`src/rtl/txpwr_pkg.sv`:
```
package txpwr_pkg;

    localparam int PD_N   = 7;
    localparam int STEP_W = 3;

    localparam int PD_PORT = 0;
    localparam int PD_PLL  = 1;
    localparam int PD_BG   = 2;
    localparam int PD_VCO  = 3;
    localparam int PD_CAP  = 4;
    localparam int PD_DPD  = 5;
    localparam int PD_CAL  = 6;

    localparam logic [STEP_W-1:0] STEP_ALL = 3'd1;
    localparam logic [STEP_W-1:0] STEP_DPD = 3'd2;
    localparam logic [STEP_W-1:0] STEP_BG  = 3'd3;
    localparam logic [STEP_W-1:0] STEP_PLL = 3'd4;
    localparam logic [STEP_W-1:0] STEP_END = 3'd5;

    typedef enum logic [2:0] {
        ST_IDLE,
        ST_ARM,
        ST_POLL,
        ST_SETTLE,
        ST_BG,
        ST_PLL
    } seq_st_e;

    // Step at which a control is released; 7 means never.
    function automatic logic [STEP_W-1:0] release_step(input int bit_idx);
        case (bit_idx)
            PD_PORT:                 release_step = STEP_END;
            PD_PLL, PD_VCO, PD_CAP:  release_step = STEP_PLL;
            PD_BG:                   release_step = STEP_BG;
            PD_DPD:                  release_step = STEP_DPD;
            default:                 release_step = 3'd7;
        endcase
    endfunction

endpackage

```
`src/rtl/txpwr_us_timer.sv`:
```
module txpwr_us_timer #(
    parameter int TW = 8
) (
    input  logic          clk,
    input  logic          rst_n,
    input  logic          clr,
    input  logic          us_tick,
    input  logic [TW-1:0] limit,
    output logic          expire
);

    logic [TW-1:0] cnt_d, cnt_q;

    always_comb begin
        expire = us_tick && (cnt_q == limit - 1'b1);
        cnt_d  = cnt_q;
        if (clr) begin
            cnt_d = '0;
        end else if (us_tick) begin
            cnt_d = expire ? '0 : cnt_q + 1'b1;
        end
    end

    always_ff @(posedge clk or negedge rst_n) begin
        if (!rst_n) cnt_q <= '0;
        else        cnt_q <= cnt_d;
    end

endmodule

```
`src/rtl/txpwr_poll_budget.sv`:
```
module txpwr_poll_budget #(
    parameter int MAX_POLLS = 500,
    parameter int PW        = 9
) (
    input  logic clk,
    input  logic rst_n,
    input  logic clr,
    input  logic poll,
    output logic last
);

    logic [PW-1:0] cnt_d, cnt_q;

    always_comb begin
        last  = (cnt_q == PW'(MAX_POLLS - 1));
        cnt_d = cnt_q;
        if (clr) begin
            cnt_d = '0;
        end else if (poll && !last) begin
            cnt_d = cnt_q + 1'b1;
        end
    end

    always_ff @(posedge clk or negedge rst_n) begin
        if (!rst_n) cnt_q <= '0;
        else        cnt_q <= cnt_d;
    end

endmodule

```
`src/rtl/txpwr_step_mask.sv`:
```
module txpwr_step_mask
    import txpwr_pkg::*;
(
    input  logic [STEP_W-1:0] step,
    output logic [PD_N-1:0]   pd
);

    for (genvar i = 0; i < PD_N; i++) begin : g_bit
        localparam logic [STEP_W-1:0] REL = release_step(i);
        assign pd[i] = (step < REL);
    end

endmodule

```
`src/rtl/txpwr_seq.sv`:
```
module txpwr_seq
    import txpwr_pkg::*;
#(
    parameter int POLL_US   = 20,
    parameter int BUDGET_US = 10000,
    parameter int SETTLE_US = 15,
    parameter int BG_US     = 25,
    parameter int PLL_US    = 225,
    parameter int SPD_W     = 8,
    parameter int SPD_LVDS  = 7,
    parameter int SPD_LOW   = 6,
    parameter int TSW       = 8,
    parameter int DPD_TSEL  = 10
) (
    input  logic             clk,
    input  logic             rst_n,
    input  logic             us_tick,
    input  logic             start,
    input  logic             power_down,
    input  logic             lvds_mode,
    input  logic             dpd_busy,
    output logic [6:0]       pd_ctl,
    output logic [SPD_W-1:0] link_speed,
    output logic             dpd_sample_en,
    output logic [TSW-1:0]   dpd_timing,
    output logic             dpd_timeout,
    output logic             done,
    output logic             power_is_up
);

    localparam int MAX_POLLS = (BUDGET_US + POLL_US - 1) / POLL_US;
    localparam int PW        = $clog2(MAX_POLLS + 1);
    localparam int TMAX_A    = (POLL_US > SETTLE_US) ? POLL_US : SETTLE_US;
    localparam int TMAX_B    = (BG_US > PLL_US) ? BG_US : PLL_US;
    localparam int TMAX      = (TMAX_A > TMAX_B) ? TMAX_A : TMAX_B;
    localparam int TW        = $clog2(TMAX + 1);

    typedef struct packed {
        seq_st_e           st;
        logic [STEP_W-1:0] step;
        logic [SPD_W-1:0]  speed;
        logic              samp;
        logic [TSW-1:0]    tsel;
        logic              err;
        logic              up;
        logic              done;
    } seq_regs_t;

    seq_regs_t r_d, r_q;

    logic          tmr_clr, tmr_exp;
    logic [TW-1:0] tmr_lim;
    logic          poll_clr, poll_stb, poll_last;
    logic [PD_N-1:0] pd_mask;

    txpwr_us_timer #(.TW(TW)) u_timer (
        .clk    (clk),
        .rst_n  (rst_n),
        .clr    (tmr_clr),
        .us_tick(us_tick),
        .limit  (tmr_lim),
        .expire (tmr_exp)
    );

    txpwr_poll_budget #(.MAX_POLLS(MAX_POLLS), .PW(PW)) u_budget (
        .clk  (clk),
        .rst_n(rst_n),
        .clr  (poll_clr),
        .poll (poll_stb),
        .last (poll_last)
    );

    txpwr_step_mask u_mask (
        .step(r_q.step),
        .pd  (pd_mask)
    );

    // Wait length for the current state.
    always_comb begin
        case (r_q.st)
            ST_POLL:   tmr_lim = TW'(POLL_US);
            ST_SETTLE: tmr_lim = TW'(SETTLE_US);
            ST_BG:     tmr_lim = TW'(BG_US);
            ST_PLL:    tmr_lim = TW'(PLL_US);
            default:   tmr_lim = TW'(TMAX);
        endcase
    end

    always_comb begin
        r_d      = r_q;
        r_d.done = 1'b0;
        tmr_clr  = 1'b0;
        poll_clr = 1'b0;
        poll_stb = 1'b0;
        if (power_down) begin
            r_d.st   = ST_IDLE;
            r_d.step = STEP_ALL;
            r_d.up   = 1'b0;
            r_d.samp = 1'b0;
            tmr_clr  = 1'b1;
            poll_clr = 1'b1;
        end else begin
            case (r_q.st)
                ST_IDLE: begin
                    tmr_clr  = 1'b1;
                    poll_clr = 1'b1;
                    if (start && !r_q.up) begin
                        r_d.st    = ST_ARM;
                        r_d.step  = STEP_ALL;
                        r_d.speed = lvds_mode ? SPD_W'(SPD_LVDS) : SPD_W'(SPD_LOW);
                        r_d.err   = 1'b0;
                    end
                end
                ST_ARM: begin
                    tmr_clr  = 1'b1;
                    poll_clr = 1'b1;
                    r_d.st   = ST_POLL;
                    r_d.step = STEP_DPD;
                    r_d.samp = 1'b1;
                    r_d.tsel = TSW'(DPD_TSEL);
                end
                ST_POLL: begin
                    if (tmr_exp) begin
                        poll_stb = 1'b1;
                        if (!dpd_busy || poll_last) begin
                            r_d.err  = r_q.err | dpd_busy;
                            r_d.samp = 1'b0;
                            r_d.st   = ST_SETTLE;
                            tmr_clr  = 1'b1;
                        end
                    end
                end
                ST_SETTLE: begin
                    if (tmr_exp) begin
                        r_d.step = STEP_BG;
                        r_d.st   = ST_BG;
                        tmr_clr  = 1'b1;
                    end
                end
                ST_BG: begin
                    if (tmr_exp) begin
                        r_d.step = STEP_PLL;
                        r_d.st   = ST_PLL;
                        tmr_clr  = 1'b1;
                    end
                end
                ST_PLL: begin
                    if (tmr_exp) begin
                        r_d.step = STEP_END;
                        r_d.st   = ST_IDLE;
                        r_d.up   = 1'b1;
                        r_d.done = 1'b1;
                        tmr_clr  = 1'b1;
                    end
                end
                default: begin
                    r_d.st   = ST_IDLE;
                    r_d.step = STEP_ALL;
                end
            endcase
        end
    end

    always_ff @(posedge clk or negedge rst_n) begin
        if (!rst_n) begin
            r_q.st    <= ST_IDLE;
            r_q.step  <= STEP_ALL;
            r_q.speed <= '0;
            r_q.samp  <= 1'b0;
            r_q.tsel  <= '0;
            r_q.err   <= 1'b0;
            r_q.up    <= 1'b0;
            r_q.done  <= 1'b0;
        end else begin
            r_q <= r_d;
        end
    end

    assign pd_ctl        = pd_mask;
    assign link_speed    = r_q.speed;
    assign dpd_sample_en = r_q.samp;
    assign dpd_timing    = r_q.tsel;
    assign dpd_timeout   = r_q.err;
    assign done          = r_q.done;
    assign power_is_up   = r_q.up;

endmodule

```
`config.mk`:
```
export PLATFORM = sky130hd
export DESIGN_NAME = txpwr_seq
export DESIGN_NICKNAME = d
export VERILOG_FILES = /design/src/rtl/txpwr_pkg.sv /design/src/rtl/txpwr_us_timer.sv /design/src/rtl/txpwr_poll_budget.sv /design/src/rtl/txpwr_step_mask.sv /design/src/rtl/txpwr_seq.sv
export SDC_FILE = /design/constraint.sdc
export NUM_CORES = 1
export LEC_CHECK = 0
export BUFFER_PORTS_ARGS = -buffer_cell sky130_fd_sc_hd__buf_4
export CAP_MARGIN = 20
export CORE_MARGIN = 4
export CORE_UTILIZATION = 56
export CTS_CLUSTER_SIZE = 10
export DETAILED_ROUTE_END_ITERATION = 7
export MAX_ROUTING_LAYER = met4
export PLACE_DENSITY = 0.8
export SETUP_SLACK_MARGIN = 0.15
export SYNTH_ARGS = -nofsm -noshare
export SYNTH_HDL_FRONTEND = slang
export SYNTH_SLANG_ARGS = --single-unit
```
`constraint.sdc`:
```
create_clock -name clk -period 3.8 [get_ports clk]
set_input_delay 0.76 -clock clk [delete_from_list [all_inputs] [get_ports clk]]
set_output_delay 0.76 -clock clk [all_outputs]
set_load 0.01 [all_outputs]
```
==> results_dict.tcl <==
set metrics [dict create \
    outcome "finished, final reports clean" \
    clock-sinks 30 \
    worstMarginPinSlew_ns 0.5508 \
    startpoint_type "flop" \
    synth_area_leader_cell "dfrtp_1" \
    postCtsHoldBufs 0 \
    clk_path_buf_depth 2 \
    wire_per_inst_microns 14.63 \
    clock_skew_ns 0.009847 \
    rows 21 \
    dr_total_vias 1672 \
    synthToLayoutAreaGrowth_pct 8.018 \
    place.gp.congestion 0.9092 \
    ys_warn_count 0 \
    yosysTopAreaCellShare_pct 37.20 \
    syn_area_sq_mm 0.001951 \
    die_area_sq_mm 0.004492 \
    rrSetupSlack_ns 0.50 \
    ys_top_cells_by_area "dfrtp_1 37%, buf_4 6.9%, a21oi_1 4.4%" \
    die_width_microns 67.02 \
    antenna_found_initial 0 \
    finalHoldViolations 0 \
    cts_resized 0 \
    grt_usage_pct 21.04 \
    ioPinCount 34 \
    ys_seq_area_share_pct 38.55 \
    min_period_over_period_pct 86.92 \
    place.port_buffers 22 \
    critical_path_class "reg -> reg" \
    grt_overflow 0 \
    crit_path_end_kind "flop" \
    drive_gt1_share_pct 15.55 \
    ys_seq_elements 30 \
    r2r-end "u_budget.cnt_q[6]" \
    grt_first_pass_wirelength_microns 6913 \
    synth_common_cells "29 x dfrtp_1, 18 x buf_4, 18 x nand2_1" \
    diodes 0 \
    slew_headroom_pct 63.20 \
    postCtsSetupRepairBufs 0 \
    clkTransAtPathRegs_ns 0.09 \
    grt_pass1_vias 1457 \
    tns_ns 0 \
    insertion_delay_ns 0.33 \
    power_uw 963.6 \
    post-synth-top-count-cell "dfrtp_1" \
    initial_utilization_pct 58.00 \
    coreArea_sq_mm 0.003363 \
    async_flop_share_pct 100.0 \
    wl_microns 4156 \
    r2r_cells 9 \
    cts_tree "yes" \
    setup_violations 0 \
    leakage_nw 0.8417 \
    cts_max_level 2 \
    synthCells 222 \
    rr_startpoint "r_q[25]" \
    vdd_ir_drop_max_mv 0.3396 \
    avgSynthCellArea_sq_um 8.787 \
    slew_viol_final 0 \
    numCtsBuffers 5 \
    rsz0062_at_grt "false" \
    grt_max_degree 31 \
    synth_edf_count 0 \
    root_buffer "clkbuf_4" \
    worstPathArrival_ns 3.57 \
    timing.final.crit_period_ns 3.303 \
    synthFlopType "dfrtp_1" \
    firstDrtPassIters 4 \
    fmax_ghz 0.3027 \
    num-nets-final 247 \
    yosysUniqueCellTypes 49 \
    drt-vias-per-instance 5.887 \
    die_h_microns 67.02 \
    worstHoldPathType "in -> async" \
    dp_hpwl_microns 3016 \
    worst_ep_required_time_ns 4.06 \
    p_per_area_mw_per_mm2 457.3 \
    timing.max_cap.violations 0 \
    drcViolationCount 0 \
    hold_ws_ns 0.3437 \
    postRouteAntennaNets 0 \
    crit_path_max_fanout 15 \
    drt_iter0_drc 157 \
]
==> flip-flops by register name (all words and copies together) (netlist names) <==
name,count
r_q,6
link_speed,2
dpd_timeout,1
dpd_timing,1
done,1
u_timer.cnt_q,8
dpd_sample_en,1
u_budget.cnt_q,9
power_is_up,1
==> per-layer routing <==
layer  global-route usage [%]  part of all wire [%]
met3                    4.553                   6.0
met1                    27.50                    44
met5                        -                     0
met2                    32.39                    48
met4                    6.835                   1.4
==> critical path: stages (launching register included) <==
cell	delay (ns)
dfrtp_1	0.57
and3b_1	0.41
inv_1	0.11
ha_1	0.23
o21bai_1	0.16
a221oi_1	0.33
xor2_1	0.29
nand4_1	0.39
or4_1	0.61
a21oi_1	0.14
==> worst max-delay path by stage <==
stage	cells past startpoint	end	slack, ns	from
4_1_cts	9	u_budget.cnt_q[5]	0.52	r_q[25]
3_3_place_gp	9	u_budget.cnt_q[7]	0.68	r_q[25]
3_5_place_dp	9	u_budget.cnt_q[7]	0.52	r_q[25]
6_report	9	u_budget.cnt_q[6]	0.50	r_q[25]
2_1_floorplan	10	u_budget.cnt_q[7]	1.07	r_q[25]
5_1_grt	9	u_budget.cnt_q[5]	0.26	r_q[25]
==> power by group <==
| group | switching [mW] | total [mW] | internal, mW |
|---|---|---|---|
| Clock | 0.106 | 0.180 | 0.0736 |
| Combinational | 0.225 | 0.393 | 0.168 |
| Sequential | 0.0419 | 0.390 | 0.349 |
| Total | 0.373 | 0.964 | 0.590 |
==> cell usage in the layout (no fill, tap or decap), drive strengths merged, types with 2 or more instances in the layout <==
cell type  instances
o31ai              4
or4                4
nand2             18
o21ai             14
o41ai              2
xnor2              5
dfrtp             29
nand3             11
clkbuf             8
nor2              15
conb              11
nand2b             4
buf               26
a21oi             17
nand4              8
nor3b              2
nor2b              4
xor2               5
nor3               7
ha                 3
mux2               2
or3                5
inv                8
o221ai             2
nor4b              2
o211ai             6
==> stage by stage <==
step	utilization (%)	cell area [sq um]	setup slack, ns	std cells
after global placement	61.20	2058	0.6754	276
after floorplan	-	1988	1.070	232
after detailed placement	61.20	2058	0.5176	276
final	62.65	2107	0.4969	284
after global routing	62.65	2107	0.2614	284
after CTS	62.65	2107	0.5181	284
==> kinds of logic after synthesis <==
family	count (synthesis)	share of synthesized area (%)
buffers and inverters	36	10.90
other	1	0.1922
AO/OA/AOI/OAI	53	17.96
flip-flops	30	38.55
multiplexers	3	1.668
AND/OR/NAND/NOR	86	24.31
adder cells (fa/ha/maj)	3	1.925
XOR/XNOR	10	4.490
==> cell type report <==
cell class | instances | area, sq um
multi-input combinational | 166 | 1023
inverter | 8 | 30.03
clock buffer | 8 | 48.80
fill | 308 | 1256
timing repair buffer | 26 | 195.2
sequential | 30 | 752.0
tap | 46 | 57.56
No activity file was read; power rests on OpenSTA's default activity.
